===== src/rtl/burst_pkg.sv =====
package burst_pkg;

    localparam int CFG_LAT_W = 4;

    typedef enum logic [1:0] {
        ST_IDLE  = 2'd0,
        ST_DUMMY = 2'd1,
        ST_DATA  = 2'd2
    } seq_state_e;

    // Configuration register layout, MSB first below the reserved bit
    typedef struct packed {
        logic [1:0]           wrap_len;
        logic                 wrap_off;
        logic [CFG_LAT_W-1:0] lat;
    } cfg_t;

    localparam cfg_t CFG_RESET = '{wrap_len: 2'b11, wrap_off: 1'b1, lat: '0};

endpackage


===== src/rtl/burst_cfg_reg.sv =====
module burst_cfg_reg
    import burst_pkg::*;
(
    input  logic       clk,
    input  logic       rst_n,
    input  logic       cfg_we_i,
    input  logic [6:0] cfg_wdata_i,
    output cfg_t       cfg_o,
    output logic [7:0] cfg_rdata_o
);

    cfg_t cfg_d, cfg_q;

    always_comb begin
        cfg_d = cfg_q;
        if (cfg_we_i) begin
            cfg_d = cfg_t'(cfg_wdata_i);
        end
    end

    always_ff @(posedge clk or negedge rst_n) begin
        if (!rst_n) begin
            cfg_q <= CFG_RESET;
        end else begin
            cfg_q <= cfg_d;
        end
    end

    assign cfg_o       = cfg_q;
    assign cfg_rdata_o = {1'b0, cfg_q};

    AST_CFG_WRITE_LANDS: assert property (@(posedge clk) disable iff (!rst_n)
        cfg_we_i |=> (cfg_rdata_o[6:0] == $past(cfg_wdata_i)));

    AST_CFG_HOLDS: assert property (@(posedge clk) disable iff (!rst_n)
        !cfg_we_i |=> $stable(cfg_rdata_o));

endmodule


===== src/rtl/burst_lat_sel.sv =====
module burst_lat_sel #(
    parameter int LAT_W         = 4,
    parameter int N_VAR_CLASSES = 5,
    parameter int DEF_FAST      = 8,
    parameter int DEF_DUAL_OUT  = 8,
    parameter int DEF_QUAD_OUT  = 8,
    parameter int DEF_DUAL_IO   = 4,
    parameter int DEF_QUAD_IO   = 6
) (
    input  logic [2:0]       cls_i,
    input  logic [LAT_W-1:0] lat_field_i,
    output logic [LAT_W-1:0] dummy_o
);

    logic [LAT_W-1:0] fixed_cnt;

    // Built-in count per class when the programmable field is zero
    always_comb begin
        unique case (cls_i)
            3'd0:    fixed_cnt = LAT_W'(DEF_FAST);
            3'd1:    fixed_cnt = LAT_W'(DEF_DUAL_OUT);
            3'd2:    fixed_cnt = LAT_W'(DEF_QUAD_OUT);
            3'd3:    fixed_cnt = LAT_W'(DEF_DUAL_IO);
            3'd4:    fixed_cnt = LAT_W'(DEF_QUAD_IO);
            default: fixed_cnt = '0;
        endcase
    end

    always_comb begin
        if (cls_i >= 3'(N_VAR_CLASSES)) begin
            dummy_o = '0;
        end else if (lat_field_i != '0) begin
            dummy_o = lat_field_i;
        end else begin
            dummy_o = fixed_cnt;
        end
    end

endmodule


===== src/rtl/burst_seq.sv =====
module burst_seq
    import burst_pkg::*;
#(
    parameter int ADDR_W       = 24,
    parameter int LAT_W        = 4,
    parameter int MIN_WIN_LOG2 = 3
) (
    input  logic              clk,
    input  logic              rst_n,
    input  logic              cs_n_i,
    input  logic              start_i,
    input  logic [ADDR_W-1:0] start_addr_i,
    input  logic              wrap_off_i,
    input  logic [1:0]        wrap_len_i,
    input  logic [LAT_W-1:0]  dummy_i,
    input  logic              beat_i,
    output logic              ready_o,
    output logic [ADDR_W-1:0] addr_o
);

    localparam int HOLD_LSB = MIN_WIN_LOG2 + 3;

    typedef struct packed {
        seq_state_e        state;
        logic [ADDR_W-1:0] base;
        logic [ADDR_W-1:0] ofs;
        logic [LAT_W-1:0]  dcnt;
        logic              wrap_on;
        logic [1:0]        wlen;
    } seq_t;

    seq_t seq_d, seq_q;

    logic [ADDR_W-1:0] win_mask;
    logic [ADDR_W-1:0] lin_addr;

    always_comb begin
        win_mask = (ADDR_W'(1) << (MIN_WIN_LOG2 + int'(seq_q.wlen))) - ADDR_W'(1);
        lin_addr = seq_q.base + seq_q.ofs;
        if (seq_q.wrap_on) begin
            addr_o = (seq_q.base & ~win_mask) | (lin_addr & win_mask);
        end else begin
            addr_o = lin_addr;
        end
        ready_o = (seq_q.state == ST_DATA);
    end

    always_comb begin
        seq_d = seq_q;
        unique case (seq_q.state)
            ST_IDLE: begin
                if (!cs_n_i && start_i) begin
                    seq_d.base    = start_addr_i;
                    seq_d.ofs     = '0;
                    seq_d.wrap_on = !wrap_off_i;
                    seq_d.wlen    = wrap_len_i;
                    seq_d.dcnt    = dummy_i;
                    seq_d.state   = (dummy_i == '0) ? ST_DATA : ST_DUMMY;
                end
            end
            ST_DUMMY: begin
                seq_d.dcnt = seq_q.dcnt - LAT_W'(1);
                if (seq_q.dcnt == LAT_W'(1)) begin
                    seq_d.state = ST_DATA;
                end
            end
            ST_DATA: begin
                if (beat_i) begin
                    seq_d.ofs = seq_q.ofs + ADDR_W'(1);
                end
            end
            default: seq_d.state = ST_IDLE;
        endcase
        if (cs_n_i) begin
            seq_d.state = ST_IDLE;
            seq_d.dcnt  = '0;
        end
    end

    always_ff @(posedge clk or negedge rst_n) begin
        if (!rst_n) begin
            seq_q <= '{state: ST_IDLE, base: '0, ofs: '0, dcnt: '0, wrap_on: 1'b0, wlen: 2'b11};
        end else begin
            seq_q <= seq_d;
        end
    end

    AST_ABORT_TO_IDLE: assert property (@(posedge clk) disable iff (!rst_n)
        cs_n_i |=> !ready_o);

    AST_FIRST_IS_START: assert property (@(posedge clk) disable iff (!rst_n)
        $rose(ready_o) |-> (addr_o == seq_q.base));

    AST_WINDOW_UPPER_HELD: assert property (@(posedge clk) disable iff (!rst_n)
        (ready_o && seq_q.wrap_on) |-> (addr_o[ADDR_W-1:HOLD_LSB] == seq_q.base[ADDR_W-1:HOLD_LSB]));

    AST_BURST_KEEPS_GOING: assert property (@(posedge clk) disable iff (!rst_n)
        (ready_o && !cs_n_i) |=> ready_o);

    AST_BEAT_STEPS: assert property (@(posedge clk) disable iff (!rst_n)
        (ready_o && beat_i && !cs_n_i) |=> (addr_o != $past(addr_o)));

    AST_IDLE_BEAT_HOLDS: assert property (@(posedge clk) disable iff (!rst_n)
        (ready_o && !beat_i && !cs_n_i) |=> $stable(addr_o));

    AST_DUMMY_COUNT_LIVE: assert property (@(posedge clk) disable iff (!rst_n)
        (seq_q.state == ST_DUMMY) |-> (seq_q.dcnt != '0));

endmodule


===== src/rtl/burst_addr_gen.sv =====
module burst_addr_gen
    import burst_pkg::*;
#(
    parameter int ADDR_W       = 24,
    parameter int MIN_WIN_LOG2 = 3
) (
    input  logic              clk,
    input  logic              rst_n,
    input  logic              cfg_we,
    input  logic [6:0]        cfg_wdata,
    output logic [7:0]        cfg_rdata,
    input  logic              cs_n,
    input  logic              rd_start,
    input  logic [ADDR_W-1:0] rd_addr,
    input  logic [2:0]        rd_class,
    input  logic              beat,
    output logic              data_ready,
    output logic [ADDR_W-1:0] addr_out
);

    cfg_t                 cfg;
    logic [CFG_LAT_W-1:0] dummy_cnt;

    burst_cfg_reg u_cfg (
        .clk         (clk),
        .rst_n       (rst_n),
        .cfg_we_i    (cfg_we),
        .cfg_wdata_i (cfg_wdata),
        .cfg_o       (cfg),
        .cfg_rdata_o (cfg_rdata)
    );

    burst_lat_sel #(
        .LAT_W (CFG_LAT_W)
    ) u_lat (
        .cls_i       (rd_class),
        .lat_field_i (cfg.lat),
        .dummy_o     (dummy_cnt)
    );

    burst_seq #(
        .ADDR_W       (ADDR_W),
        .LAT_W        (CFG_LAT_W),
        .MIN_WIN_LOG2 (MIN_WIN_LOG2)
    ) u_seq (
        .clk          (clk),
        .rst_n        (rst_n),
        .cs_n_i       (cs_n),
        .start_i      (rd_start),
        .start_addr_i (rd_addr),
        .wrap_off_i   (cfg.wrap_off),
        .wrap_len_i   (cfg.wrap_len),
        .dummy_i      (dummy_cnt),
        .beat_i       (beat),
        .ready_o      (data_ready),
        .addr_o       (addr_out)
    );

    AST_IDLE_WHEN_DESELECTED: assert property (@(posedge clk) disable iff (!rst_n)
        (cs_n && !data_ready) |=> !data_ready);

endmodule


===== config.mk =====
export PLATFORM = sky130hd
export DESIGN_NAME = burst_addr_gen
export DESIGN_NICKNAME = d
export VERILOG_FILES = /design/src/rtl/burst_pkg.sv /design/src/rtl/burst_cfg_reg.sv /design/src/rtl/burst_lat_sel.sv /design/src/rtl/burst_seq.sv /design/src/rtl/burst_addr_gen.sv
export SDC_FILE = /design/constraint.sdc
export NUM_CORES = 1
export LEC_CHECK = 0
export BUFFER_PORTS_ARGS = -buffer_cell sky130_fd_sc_hd__buf_2
export CAP_MARGIN = 40
export CORE_MARGIN = 1.5
export CORE_UTILIZATION = 45
export CTS_CLUSTER_DIAMETER = 80
export CTS_CLUSTER_SIZE = 12
export DETAILED_ROUTE_END_ITERATION = 10
export HOLD_SLACK_MARGIN = 0.06
export PLACE_DENSITY = 0.74
export SYNTH_ARGS = -nofsm -noshare
export SYNTH_HDL_FRONTEND = slang
export SYNTH_HIERARCHICAL = 1
export SYNTH_SLANG_ARGS = --single-unit

===== constraint.sdc =====
create_clock -name clk -period 2.2 [get_ports clk]
set_input_delay 0.22 -clock clk [delete_from_list [all_inputs] [get_ports clk]]
set_output_delay 0.22 -clock clk [all_outputs]
set_load 0.01 [all_outputs]

Yosys cells after proc, flatten, opt, wreduce, memory -nomap -nowiden
Index checks and enable logic that the tools add are counted.
{"block": "classes", "addsub": 5, "n_lt_le_gt_ge": 1, "eq_ne": 12, "shift": 1, "muxes": 13, "bitwise": 4, "reduce_logical": 14}
{"operator": "57-bit 2-to-1 mux", "count": 1}
{"operator": "24-bit AND", "count": 2}
{"operator": "24-bit 2-to-1 mux", "count": 2}
{"operator": "24-bit case mux with 2 select lines", "count": 1}
{"operator": "1-bit by 32-bit left shift with 24-bit output (first input constant)", "count": 1}
{"operator": "24-bit by 1-bit adder with 24-bit output (second input constant)", "count": 1}
{"operator": "24-bit adder", "count": 1}
{"operator": "24-bit inverter", "count": 1}
{"operator": "24-bit OR", "count": 1}
{"operator": "24-bit by 2-bit subtractor with 24-bit output (second input constant)", "count": 1}
{"operator": "4-bit 2-to-1 mux", "count": 3}
{"operator": "4-bit case mux with 3 select lines", "count": 1}
{"operator": "4-bit case mux with 2 select lines", "count": 1}
{"operator": "3-bit by 2-bit == test with 1-bit output (second input constant)", "count": 2}
{"operator": "2-bit 2-to-1 mux", "count": 3}
{"operator": "3-bit by 2-bit inequality test with 1-bit output (second input constant)", "count": 2}
{"operator": "2-bit case mux with 3 select lines", "count": 1}
{"operator": "3-bit AND reduction", "count": 2}
{"operator": "4-bit by 1-bit == test with 1-bit output (second input constant)", "count": 1}
{"operator": "4-bit zero test", "count": 1}
{"operator": "2-bit inequality test (second input constant)", "count": 2}
{"operator": "2-bit AND reduction", "count": 2}
{"operator": "4-bit nonzero test", "count": 1}
{"operator": "4-bit by 1-bit subtractor with 4-bit output (second input constant)", "count": 1}
{"operator": "14 further kinds", "count": 15}
{"block": "word_totals", "ff_bits": 64, "in_bits": 40, "wordCells": 59}

Depth between registers and ports, before layout
{"block": "depth", "word_depth": 10, "ltp_mapped": 10, "mapped_depth_nobuf": 10}

Hierarchy
The synthesis kept the hierarchy.
{"mod": "burst_seq", "instances": 1, "cells_per_inst": 460, "area_each_um2": 4179.0, "seq_area_each_um2": 1428.9}
{"mod": "burst_cfg_reg", "instances": 1, "cells_per_inst": 24, "area_each_um2": 359.1, "seq_area_each_um2": 178.9}
{"mod": "burst_lat_sel", "instances": 1, "cells_per_inst": 15, "area_each_um2": 92.6, "seq_area_each_um2": 0.0}

Least setup slack after synthesis
Ideal clock, no wire load.
{"block": "synth_timing", "kind": "reg-to-output", "startpoint": "register u_seq/seq_q[14] in the netlist's numbering", "endpoint": "output port addr_out[16]", "arrival_ps": 2224, "path_slack_ps": -244, "stages_incl_launch_ff": 9, "n_path_buf": 0, "cell_sequence": "dfrtp_1 -> ha_1 -> a21o_1 -> a21o_1 -> a21o_1 -> a221oi_2 -> o21ai_0 -> xnor2_1 -> o21ai_0"}
{"block": "synth_via", "elab_chain_len": 4}
{"item": "start: declaration", "line_no": "burst_seq.sv:32", "source": "seq_t seq_d, seq_q;"}
{"item": "start signal: assignment", "line_no": "burst_seq.sv:82", "source": "seq_q <= '{state: ST_IDLE, base: '0, ofs: '0, dcnt: '0, wrap_on: 1'b0, wlen: 2'b11};"}
{"item": "start signal: assignment", "line_no": "burst_seq.sv:84", "source": "seq_q <= seq_d;"}
{"item": "24-bit adder *", "line_no": "burst_seq.sv:39", "source": "lin_addr = seq_q.base + seq_q.ofs;"}
{"item": "24-bit AND", "line_no": "burst_seq.sv:41", "source": "addr_o = (seq_q.base & ~win_mask) | (lin_addr & win_mask);"}
{"item": "24-bit OR", "line_no": "burst_seq.sv:41"}
{"item": "24-bit 2-to-1 mux *", "line_no": "burst_seq.sv:40", "source": "if (seq_q.wrap_on) begin"}
{"item": "end: declaration", "line_no": "burst_addr_gen.sv:18", "source": "output logic [ADDR_W-1:0] addr_out"}
Mark *: on every way between the ends. The rest lies on a longest branch, timed or not.

Final worst setup path
{"block": "layout_timing", "startpoint": "register u_seq/seq_q[49] in the netlist's numbering", "endpoint": "output port addr_out[23]"}
The elaborated chain is that of the path after synthesis.

==> reports/results.ini <==
[outcome]
outcome = complete, but fails checks
violations = setup timing

[power_and_ir_drop]
internal_power_mw = 3.77
powerDensity_nw_per_um2 = 951
clkPwrFrac = 0.141
peakVddDrop_mv = 0.675
switching_share = 0.409
p_switching_mw = 2.61
p_leak_nw = 3.31
comb_power_share = 0.586
pwr-share-seq = 0.273
fin_total_pwr_mw = 6.38

[clock_network]
cts_sinks = 64
h-tree-depth = 3
cts.clk_slew.worst_paths_ns = 0.08
clk-insertion-delay-late_ns = 0.38
cts_tree = built
clk_path_buf_depth = 2
clockRootBuffer = clkbuf_8
cts_made_buffers = 9

[run]
drv_cap = 0

[grt]
gr-usage-met3 = 0.0533
met2_usage = 0.420
antenna_found_initial = 0
grt_pass1_wl_mm = 21.7
grt_use_total = 0.253
grt_max_degree = 35
grt-ovfl-total = 0
grtUsageMet1 = 0.308
top_usage_layer = met2
grt_pass1_vias = 4547

[setup_path]
worstRegToRegCells = 7
rrSetupSlack_ns = 0.15
path_cells = ha_4 -> buf_4 -> a311oi_4 -> o211ai_1 -> a32oi_2 -> o41ai_4 -> xor2_1 -> nand2_1 -> xnor2_2 -> buf_2
slowest_delay_ns = 0.43
reg2reg_from = u_seq/seq_q[56]
endpoint_kind = output port
critPathCapture = addr_out[23]
start_kind = register
crit_arrival_ns = 2.79
path_class = register to output port
crit_start = u_seq/seq_q[49]
worst_ep_required_time_ns = 1.98
crit_slowest_cell = dfrtp_1
r2r-end = u_seq/seq_q[23]
worst-path-max-fanout = 4

[routing]
wire_per_inst_um = 17.7
viasPerCell = 5.61
dr.pass1.iters = 5
drc = 0
totalWireLength_mm = 14.6
drtAntennaViolNets = 0
vias = 4626
drtIter0Drc = 227

[synth]
ys_types = 67
synth-xor-area-share = 0.0757
yosys.area_share.adder = 0.0854
synth_seq_cells = 64
seq_area_frac_synth = 0.347
ys.flop_type = dfrtp_1
yosysMostFrequentCell = dfrtp_1
synth_compound_area_frac = 0.164
synth_top_family_by_area = simple AND/OR/NAND/NOR gates
syn_avg_cell_area_um2 = 9.28
yosys.area.top_type = dfrtp_1
synth.area.mux_share = 0.0881
synth_edf_count = 0
yosysTopAreaCellShare = 0.319
ys_top_cells_by_count = 59 x dfrtp_1, 48 x nor2_1, 44 x nand2_1, 30 x ha_1, 28 x o21ai_0
synthArstFlopShare = 1.00
synthTopCellsByArea = dfrtp_1 32%, ha_1 8.1%, mux2_2 6.3%
synth_simple_gate_area_share = 0.185
synth_area_um2 = 4630
synthCells = 499
synth_warnings = 6

[placement]
gp_congestion = 0.954
dp_hpwl_mm = 9.55
portBuffers = 71
dp.cells = 782

[hold_path]
hp-class = input pin to register
min_from = rd_addr[19]

[timing]
fmaxAchievable_mhz = 332
clock-skew-final_ns = 0.0146
drv_slew = 0
hold_violations = 0
period_share = 1.37
grt_setup_unrepaired = true
setup_viol = 21
holdWs_ns = 0.0757
layout_setup_ws_ns = -0.814
finalCriticalPeriod_ns = 3.01

[finish]
antenna_cells = 0
area_growth_pct = 44.8
stdcell_count = 825
final_core_util = 0.680
num-nets-final = 758
drive_gt1_frac = 0.475

[floorplan]
io_pins = 73
core_area_um2 = 9860
die_h_um = 104
start_util = 0.469
die_x_um = 104
rows = 36
dieArea_um2 = 10900

stage by stage:
stage          area [um2]  setup slack, ns  setup TNS, ns
2_1_floorplan        4700          -0.0992         -0.301
3_3_place_gp         5870           -0.286          -2.70
3_5_place_dp         5870           -0.299          -3.07
4_1_cts              6400           -0.643         -10.30
6_report             6700           -0.814         -10.97
5_1_grt              6700           -0.831         -12.92
flip-flops by register name (all words and copies together) (netlist names):
signal	flops
u_cfg/cfg_o	7
u_seq/seq_q	57
worst min-delay path by stage:
stage | endpoint | slack (ns) | cells after the start
2_1_floorplan | u_cfg/cfg_o[0] | -0.08 | 0
3_3_place_gp | u_seq/seq_q[18] | 0.17 | 1
3_5_place_dp | u_seq/seq_q[41] | 0.16 | 1
4_1_cts | u_cfg/cfg_o[0] | 0.06 | 2
5_1_grt | u_seq/seq_q[52] | 0.07 | 2
6_report | u_seq/seq_q[50] | 0.08 | 2
cells by family after synthesis:
kind of cell | after synthesis
xor+xnor | 40
mux | 34
compound gates | 113
simple gates | 166
flops | 64
fa+ha+maj | 31
buf+inv | 48
other cells | 3
power by group through the flow:
stage / sequential [mW] / clock (mW) / combinational [mW]
3_5_place_dp: 1.72 / 0 / 3.08
5_1_grt: 1.77 / 0.977 / 4.04
3_3_place_gp: 1.71 / 0 / 3.01
2_1_floorplan: 1.65 / 0 / 1.78
6_report: 1.74 / 0.898 / 3.74
4_1_cts: 1.73 / 0.923 / 3.39
final cells by class:
cell class / instances / area, um2
flip-flops and latches: 64 / 1610
clock inverters: 6 / 37.5
multi-input cells: 389 / 3240
inverters: 20 / 75.1
fillers: 725 / 3160
well taps: 133 / 166
repair buffers: 203 / 1450
clock buffers: 10 / 128
routing by layer:
| metal | routed length (um) | vias up |
|---|---|---|
| met5 | 0 | - |
| met4 | 611 | 0 |
| met3 | 844 | 60 |
| met2 | 7240 | 202 |
| met1 | 5900 | 2239 |
| li1 | - | 2125 |
worst max-delay path, delay by kind of cell (launching register included):
family	cells	cell delay, ns
flip-flops	1	0.43
XOR/XNOR	2	0.34
AO/OA/AOI/OAI	4	0.96
adder cells (fa/ha/maj)	1	0.27
buffers and inverters	2	0.31
AND/OR/NAND/NOR	1	0.12
layout by cell type (no fill, tap or decap), types with 4 or more instances in the layout:
| master | netlist | final |
|---|---|---|
| nor2_2 | 6 | 7 |
| a211oi_1 | 6 | 4 |
| buf_4 | 10 | 114 |
| nor2_1 | 48 | 47 |
| nand3_1 | 15 | 13 |
| buf_2 | 7 | 66 |
| a31oi_1 | 4 | 4 |
| dlygate4sd3_1 | 0 | 7 |
| xor2_1 | 27 | 27 |
| o21ai_0 | 28 | 16 |
| dfrtp_1 | 59 | 58 |
| and3_1 | 10 | 10 |
| nand2b_1 | 4 | 4 |
| conb_1 | 3 | 5 |
| a31o_2 | 4 | 4 |
| nand2_1 | 44 | 41 |
| nand4_1 | 5 | 5 |
| a21oi_4 | 1 | 4 |
| a21oi_1 | 27 | 18 |
| o21ai_1 | 5 | 12 |
| mux2_2 | 26 | 24 |
| dfstp_2 | 5 | 5 |
| a21oi_2 | 0 | 6 |
| buf_6 | 2 | 15 |
| clkbuf_8 | 0 | 9 |
| inv_1 | 20 | 19 |
| nor2b_1 | 7 | 5 |
| a21o_1 | 12 | 12 |
| mux2_4 | 7 | 9 |
| ha_1 | 30 | 19 |
| xnor2_1 | 13 | 9 |
| ha_4 | 0 | 9 |
repair_timing:
item,in CTS,in global routing
endpoints found under the hold margin,19,0
buffers inserted,16,15
pin swaps,29,44
hold buffers,7,0
endpoints found under the setup margin,20,21
gates resized for setup,39,46
(Power assumes the default switching activity.)
